## src/rtl/burst_pkg.sv

```systemverilog
`timescale 1ns/1ps
package burst_pkg;
  typedef enum logic [1:0] {
    TR_IDLE = 2'b00,
    TR_NSEQ = 2'b10,
    TR_SEQ  = 2'b11
  } trans_e;

  localparam logic [1:0] SZ_BYTE = 2'd0;
  localparam logic [1:0] SZ_HALF = 2'd1;
  localparam logic [1:0] SZ_WORD = 2'd2;

  localparam logic [2:0] KD_SINGLE = 3'd0;
  localparam logic [2:0] KD_UNDEF  = 3'd1;
endpackage

```

## src/rtl/burst_kind_decode.sv

```systemverilog
`timescale 1ns/1ps
// Turns kind and size codes into beat count, step, wrap mask and legality.
module burst_kind_decode #(
  parameter int CW = 5,
  parameter int MW = 7
) (
  input  logic [2:0]    kind,
  input  logic [1:0]    size,
  output logic [CW-1:0] beats,
  output logic          undef,
  output logic          wrap,
  output logic [2:0]    inc,
  output logic [MW-1:0] mask,
  output logic          size_bad
);
  import burst_pkg::*;

  always_comb begin
    case (kind[2:1])
      2'd0:    beats = CW'(1);
      2'd1:    beats = CW'(4);
      2'd2:    beats = CW'(8);
      default: beats = CW'(16);
    endcase
  end

  assign undef = (kind == KD_UNDEF);
  assign wrap  = (kind[2:1] != 2'd0) && !kind[0];

  always_comb begin
    size_bad = 1'b0;
    case (size)
      SZ_BYTE: inc = 3'd1;
      SZ_HALF: inc = 3'd2;
      SZ_WORD: inc = 3'd4;
      default: begin
        inc      = 3'd0;
        size_bad = 1'b1;
      end
    endcase
  end

  assign mask = (MW'(beats) * MW'(inc)) - MW'(1);
endmodule

```

## src/rtl/burst_align_check.sv

```systemverilog
`timescale 1ns/1ps
// Flags a start address whose low bits disagree with the transfer size.
module burst_align_check (
  input  logic [1:0] low_addr,
  input  logic [1:0] size,
  input  logic       size_bad,
  output logic       bad
);
  import burst_pkg::*;

  always_comb begin
    case (size)
      SZ_HALF: bad = low_addr[0];
      SZ_WORD: bad = |low_addr;
      default: bad = size_bad;
    endcase
  end
endmodule

```

## src/rtl/burst_step.sv

```systemverilog
`timescale 1ns/1ps
// Next beat address: bits under the wrap mask take the sum, the rest keep the
// block base; incrementing bursts take the full sum and report boundary hits.
module burst_step #(
  parameter int AW = 32,
  parameter int MW = 7,
  parameter int BB = 10
) (
  input  logic [AW-1:0] addr,
  input  logic [2:0]    inc,
  input  logic          wrap,
  input  logic [MW-1:0] mask,
  output logic [AW-1:0] next,
  output logic          bnd_hit
);
  logic [AW-1:0] sum;
  assign sum = addr + AW'(inc);

  for (genvar i = 0; i < AW; i++) begin : g_bit
    if (i < MW) begin : g_low
      assign next[i] = (wrap && !mask[i]) ? addr[i] : sum[i];
    end else begin : g_high
      assign next[i] = wrap ? addr[i] : sum[i];
    end
  end

  assign bnd_hit = !wrap && (next[BB-1:0] == '0);
endmodule

```

## src/rtl/burst_addr_gen.sv

```systemverilog
`timescale 1ns/1ps
module burst_addr_gen #(
  parameter int AW = 32,
  parameter int BB = 10
) (
  input  logic          clk,
  input  logic          rst,
  input  logic          start_i,
  input  logic [AW-1:0] start_addr_i,
  input  logic [1:0]    size_i,
  input  logic [2:0]    kind_i,
  input  logic          stop_i,
  input  logic          ready_i,
  output logic [AW-1:0] addr_o,
  output logic [1:0]    trans_o,
  output logic          done_o,
  output logic          err_o
);
  import burst_pkg::*;

  localparam int MAXB = 16;
  localparam int CW   = $clog2(MAXB) + 1;
  localparam int MW   = $clog2(MAXB * 4) + 1;

  // decode of the incoming request
  logic [CW-1:0] d_beats;
  logic          d_undef, d_wrap, d_size_bad, d_misalign;
  logic [2:0]    d_inc;
  logic [MW-1:0] d_mask;

  burst_kind_decode #(.CW(CW), .MW(MW)) u_dec (
    .kind(kind_i), .size(size_i), .beats(d_beats), .undef(d_undef),
    .wrap(d_wrap), .inc(d_inc), .mask(d_mask), .size_bad(d_size_bad)
  );

  burst_align_check u_align (
    .low_addr(start_addr_i[1:0]), .size(size_i),
    .size_bad(d_size_bad), .bad(d_misalign)
  );

  // burst state, captured at launch
  logic [AW-1:0] addr_q;
  trans_e        trans_q;
  logic [CW-1:0] left_q;
  logic          undef_q, wrap_q, err_q;
  logic [2:0]    inc_q;
  logic [MW-1:0] mask_q;

  logic [AW-1:0] nxt_addr;
  logic          nxt_bnd;

  burst_step #(.AW(AW), .MW(MW), .BB(BB)) u_step (
    .addr(addr_q), .inc(inc_q), .wrap(wrap_q), .mask(mask_q),
    .next(nxt_addr), .bnd_hit(nxt_bnd)
  );

  logic busy, last_beat, accept;
  assign busy      = (trans_q != TR_IDLE);
  assign last_beat = undef_q ? stop_i : (left_q == CW'(1));
  assign accept    = busy && ready_i;

  always_ff @(posedge clk) begin
    if (rst) begin
      addr_q  <= '0;
      trans_q <= TR_IDLE;
      left_q  <= '0;
      undef_q <= 1'b0;
      wrap_q  <= 1'b0;
      inc_q   <= '0;
      mask_q  <= '0;
      err_q   <= 1'b0;
    end else begin
      err_q <= 1'b0;
      if (busy) begin
        if (accept) begin
          if (last_beat) begin
            trans_q <= TR_IDLE;
          end else begin
            addr_q  <= nxt_addr;
            left_q  <= left_q - CW'(1);
            trans_q <= nxt_bnd ? TR_NSEQ : TR_SEQ;
          end
        end
      end else if (start_i) begin
        if (d_misalign) begin
          err_q <= 1'b1;
        end else begin
          addr_q  <= start_addr_i;
          trans_q <= TR_NSEQ;
          left_q  <= d_beats;
          undef_q <= d_undef;
          wrap_q  <= d_wrap;
          inc_q   <= d_inc;
          mask_q  <= d_mask;
        end
      end
    end
  end

  assign addr_o  = addr_q;
  assign trans_o = trans_q;
  assign done_o  = accept && last_beat;
  assign err_o   = err_q;
endmodule

```

## config.mk

```make
export PLATFORM = sky130hd
export DESIGN_NAME = burst_addr_gen
export DESIGN_NICKNAME = d
export VERILOG_FILES = /design/src/rtl/burst_pkg.sv /design/src/rtl/burst_kind_decode.sv /design/src/rtl/burst_align_check.sv /design/src/rtl/burst_step.sv /design/src/rtl/burst_addr_gen.sv
export SDC_FILE = /design/constraint.sdc
export NUM_CORES = 1
export LEC_CHECK = 0
export ABC_AREA = 1
export BUFFER_PORTS_ARGS = -buffer_cell sky130_fd_sc_hd__buf_2
export CAP_MARGIN = 20
export CORE_MARGIN = 2
export CORE_UTILIZATION = 50
export CTS_CLUSTER_SIZE = 14
export DETAILED_ROUTE_END_ITERATION = 10
export GPL_TIMING_DRIVEN = 0
export PLACE_DENSITY_LB_ADDON = 0.15
export RECOVER_POWER = 25
export SLEW_MARGIN = 25
export SYNTH_ARGS = -nofsm -noshare
export SYNTH_HDL_FRONTEND = slang
export SYNTH_SLANG_ARGS = --single-unit
```

## constraint.sdc

```tcl
create_clock -name clk -period 6.9 [get_ports clk]
set_clock_uncertainty 0.15 [all_clocks]
set_input_delay 0.345 -clock clk [delete_from_list [all_inputs] [get_ports clk]]
set_output_delay 0.345 -clock clk [all_outputs]
set_load 0.01 [all_outputs]
```

After elaboration in Yosys (flattened, before gate mapping)
Cells that the tools add are included.
- order comparisons: 0
- shift-type cells: 0
- add/subtract/negate cells: 3
- div/mod/pow operators: 0
- bitwise operators: 3
- equality and inequality tests: 10
- multiply operators: 1
- reductions and logical operators: 32
- muxes and demuxes: 54
- operator list (operator ; count):
    $mux W32 ; 5
    $mux W1 ; 36
    $add A32 B3 Y32 ; 1
    $mux W5 ; 5
    $pmux W5 S3 ; 1
    $logic_and A1 B1 Y1 ; 11
    $logic_not A10 Y1 ; 1
    $mux W2 ; 5
    $logic_not A1 Y1 ; 9
    $pmux W3 S3 ; 1
    $mul A5 B3 Y7 ; 1
    $sub A7 B1 Y7 const B ; 1
    $reduce_and A3 Y1 ; 2
    $reduce_bool A2 Y1 ; 3
    $eq A5 B1 Y1 const B ; 1
    $reduce_and A5 Y1 ; 1
    $sub A5 B1 Y5 const B ; 1
    $eq A2 B1 Y1 const B ; 2
    $eq A2 B2 Y1 const B ; 2
    $logic_not A2 Y1 ; 2
    $ne A2 B1 Y1 const B ; 2
    $ne A2 B2 Y1 const B ; 2
    $reduce_and A4 Y1 ; 1
    $eq A3 B1 Y1 const B ; 1
    4 further kinds ; 6
- latch bits: 0
- output and inout bits: 36
- memory bits (read-only): 0
- memories: 0
- memory bits (writable): 0
- bits in registers: 52

Depth between registers and ports, before layout
- word-level depth: 9
- mapped depth: 15
- mapped depth without buffers: 15

Modules after synthesis
Synthesis repeated with hierarchy kept, for this count alone.
- cell total of the unflattened synthesis: 728
- area, all modules: 4416.7 sq um
- modules (own cells, without submodules) (module ; cells an instance ; seq. area each (sq um) ; instances ; area an instance (sq um)):
    burst_addr_gen ; 414 ; 1041.0 ; 1 ; 2726.4
    burst_step ; 233 ; 0.0 ; 1 ; 1229.9
    burst_kind_decode ; 69 ; 0.0 ; 1 ; 397.9
    burst_align_check ; 12 ; 0.0 ; 1 ; 62.6

Worst setup path after synthesis
Ideal clock, no wire load.
- path type: input to register
- from: input port size_i[1]
- to: register mask_q[5]
- path buffers: 0
- arrival time: 2304 ps
- data required time: 6635 ps
- stages on the path: 13
- setup slack: 4330 ps
- cells stage by stage: inv_1 ha_1 inv_1 nor3_1 fa_1 inv_1 ha_1 nand2_1 nand2_1 a21oi_1 xor2_1 o21ai_0 inv_1
- RTL lines (element ; RTL line ; source):
    start: declaration ; burst_addr_gen.sv:10 ; input logic [1:0] size_i,
    $eq A2 B2 Y1 (tied with other cells) ; burst_kind_decode.sv:32 ; case (size)
    $pmux W3 S3 * ; burst_kind_decode.sv:32 ;
    net d_inc[1] ; burst_addr_gen.sv:28 ; logic [2:0] d_inc;
    $mul A5 B3 Y7 * ; burst_kind_decode.sv:43 ; assign mask = (MW'(beats) * MW'(inc)) - MW'(1);
    $sub A7 B1 Y7 * ; burst_kind_decode.sv:43 ;
    end signal: assignment ; burst_addr_gen.sv:94 ; mask_q <= d_mask;
    end: declaration ; burst_addr_gen.sv:47 ; logic [MW-1:0] mask_q;
Mark *: on every way through the listed nets, which the timed path passes. The rest lies on a longest branch.
A chain may end at the register's enable or synchronous reset.

Final worst setup path
- from: register addr_q[0] (netlist: addr_o[0])
- to: register addr_q[12] (netlist: addr_o[12])
- cells in the longest elaborated chain, start to end: 5
- RTL lines (element ; RTL line ; source):
    start: declaration ; burst_addr_gen.sv:42 ; logic [AW-1:0] addr_q;
    start signal: assignment ; burst_addr_gen.sv:79 ; addr_q <= nxt_addr;
    start signal: assignment ; burst_addr_gen.sv:88 ; addr_q <= start_addr_i;
    $add A32 B3 Y32 ; burst_step.sv:17 ; assign sum = addr + AW'(inc);
    $mux W1 ; burst_step.sv:23 ; assign next[i] = wrap ? addr[i] : sum[i];
    $mux W32 ; burst_addr_gen.sv:76 ; if (last_beat) begin
    $mux W32 ; burst_addr_gen.sv:75 ; if (accept) begin
    $mux W32 ; burst_addr_gen.sv:74 ; if (busy) begin
No other way between the ends. The select of a mux whose other input is x is not followed.

==> run summary <==
CTS Buf Count - 5
Distinct cells, synth - 40
CTS Root Cell - clkbuf_8
initial antenna violation count - 0
total gr overflow - 0
ant diodes - 0
critical path depth - 13
crit-path leading delay family - simple AND/OR/NAND/NOR gates
mapped cell area - 0.00393 mm²
first-pass GRT wire length - 19.7 mm
Hold WC Path Type - in -> reg
H-Tree Depth - 2
post-layout min period - 2600 ps
commonest non-fill, non-tap cell in the layout - nand2_1
Post-synth EDFFs - 0
CP endpoint kind - register
critical path fanouts, max - 6
GPL Wtd Cong - 0.959
Tcrit/Tclk final - 37.7%
Worst Tran Pin Value - 688 ps
Flop pwr share - 34.9%
Final Hold Vio Count - 0
most frequent cells in the layout - nand2_1 (149), inv_1 (77), nor2_1 (72)
Worst-Skew Late Latency - 310 ps
worst IR drop on VDD - 200 µV
Slew headroom - 54.1%
Hold Path Stages - 3
HPWL Detailed - 9.40 mm
clk slew on worst S/H paths - 100 ps
Post-CTS Hold Fix Bufs - 0
Mapped Cells - 630
outcome - finished, final reports clean
Area Overhead vs Synth - 14.5%
CTS tree - built
Main synth FF type - dfxtp_1
total number of vias - 4461
Port Buf Inserts - 76
Chip Width - 92.7 µm
CP Class - reg -> reg
crit path DAT - 2660 ps
max-cap viol count - 0
GRT Total Usage - 29.0%
die area - 0.00859 mm²
P_leak - 0.00192 µW
slowest stage cell, crit path - fa_1
Post-CTS Resized - 0
Syn Nets - 691
synthesized area per cell - 6.24 µm²
Site Rows - 32
Worst Setup Start Kind - register
Fmax achieved - 384 MHz
total power - 1370 µW
largest net degree at the start of global routing - 15
crit-path cells - ha_1, inv_1, fa_1, inv_1, nand2_1, nand2_1, nand2_2, nor2_2, nand2_1, o21ai_0, nand2_1, o21ai_1, a21oi_1
wire length on met2 - 5.37 mm
FF/Latch Area - 0.00104 mm²
sequential area share after synthesis - 26.5%
clock sink count - 52
vias in the first global route - 3895
Seq cells post-synth - 52
switch share - 48.0%
RSZ-0062 raised after global routing - no
Crit path required time - 6950 ps
starting density of the core - 51.1%
wire per inst - 15.1 µm
Die Y - 92.7 µm
drt initial violations - 367
Via density - 5.47
CP peak stage delay - 400 ps
CTS Buffer Depth - 2
Final Slew Violations - 0
Ys Warns - 0
Post CTS Setup Buffer Count - 0
final setup vio count - 0
clock power share - 13.7%
nets@finish - 774
Total Neg Setup Slack - 0 ps
io pins - 78
CP bufs+invs - 2
Core Box Area - 0.00769 mm²
power per cell area - 303 mW/mm²
fin util - 58.6%
Power Internal - 710 µW
Most common cell on crit path - nand2_1
drt drc - 0
R2R depth - 13
Max Used Layer - met4
fillers - 853
Metal-1 WL - 5.65 mm
ANT nets after route - 0
share of layout cells above drive strength 1 - 14.1%
footprint of the multi-input gates - 0.00243 mm²
routed wire length - 12.3 mm
met3 WL post-DR - 1.16 mm
fraction of registers with async set/reset - 0%
DR pass1 iterations - 5
switching pwr - 656 µW
combinational power share - 51.3%
[final cells by class]
cell class	instances	area share (%)
sequential	52	23.1
buffer	24	3.11
inverter	85	7.09
multi-input combinational	469	54.0
tap	102	2.83
timing repair buffer	76	7.84
clock buffer	8	2.00
[worst paths after layout]
check | start | to | slack, ps
setup / recovery | addr_o[0]$_SDFFE_PP0P_ | addr_o[12]$_SDFFE_PP0P_ | 4300
hold / removal | start_addr_i[14] | addr_o[14]$_SDFFE_PP0P_ | 140
setup reg to reg | addr_o[0]$_SDFFE_PP0P_ | addr_o[12]$_SDFFE_PP0P_ | 4300
hold reg to reg | mask_q[4]$_SDFFE_PP0P_ | mask_q[4]$_SDFFE_PP0P_ | 320
[metrics by stage]
| stage | cell area, µm² | std cells | hold slack, ps | worst slack (ps) |
|---|---|---|---|---|
| after CTS | 4530 | 816 | 133 | 4290 |
| after global placement | 4440 | 808 | 300 | 4010 |
| after floorplan | 3930 | 630 | 279 | 4330 |
| final | 4500 | 816 | 137 | 4300 |
| after global routing | 4500 | 816 | 132 | 3970 |
| after detailed placement | 4440 | 808 | 306 | 3960 |
[layer usage]
layer  vias up  GRT usage (%)
li1       2209              -
met1      2017           42.4
met2       223           45.1
met3        12           4.72
met4         0           6.62
met5         -              0
[cell families after synthesis]
kind of cell	count (synthesis)	synth area share, %
xor+xnor	9	2.00
fa+ha+maj	19	6.81
mux	2	0.509
simple gates	323	36.4
compound gates	116	16.1
buf+inv	109	11.7
flops	52	26.5
[power groups by stage]
stage | clock (µW) | combinational (µW) | sequential, µW
final | 188 | 701 | 477
after global routing | 204 | 783 | 488
after CTS | 192 | 705 | 473
after detailed placement | 0 | 701 | 479
after global placement | 0 | 685 | 475
after floorplan | 0 | 458 | 487
[synthesized netlist by cell type (2+ instances only)]
cell / count / area, µm²
xor2_1: 5 / 43.8
nand3b_1: 6 / 45.0
inv_2: 7 / 26.3
o211ai_1: 2 / 15.0
ha_1: 15 / 188
o21ai_0: 34 / 170
mux2i_1: 2 / 20.0
buf_6: 5 / 56.3
fa_1: 4 / 80.1
a211oi_2: 2 / 25.0
o21ai_1: 12 / 60.1
o22ai_1: 2 / 12.5
nor2_1: 72 / 270
a21oi_1: 58 / 290
nand2_1: 149 / 559
xnor2_1: 4 / 35.0
nor3_1: 16 / 80.1
nor2_4: 4 / 45.0
nand2_2: 4 / 25.0
nor2_2: 3 / 18.8
or2_2: 3 / 18.8
buf_2: 7 / 35.0
dfxtp_1: 52 / 1040
nand3_1: 49 / 245
clkbuf_1: 11 / 41.3
inv_1: 77 / 289
nand4_1: 12 / 75.1
[worst register-to-register path, stage by stage, from the launching register on]
cell and delay (ps):
dfxtp_1 370, ha_1 190, inv_1 60, fa_1 400, inv_1 90, nand2_1 50, nand2_1 180, nand2_2 140
nor2_2 270, nand2_1 110, o21ai_0 230, nand2_1 80, o21ai_1 130, a21oi_1 60
[state kept, by name, indices dropped and copies added, names as in the netlist]
name / flops
addr_o: 32
mask_q: 7
left_q: 5
inc_q: 3
trans_o: 2
err_o: 1
undef_q: 1
wrap_q: 1
No activity file was read; power rests on OpenSTA's default activity.
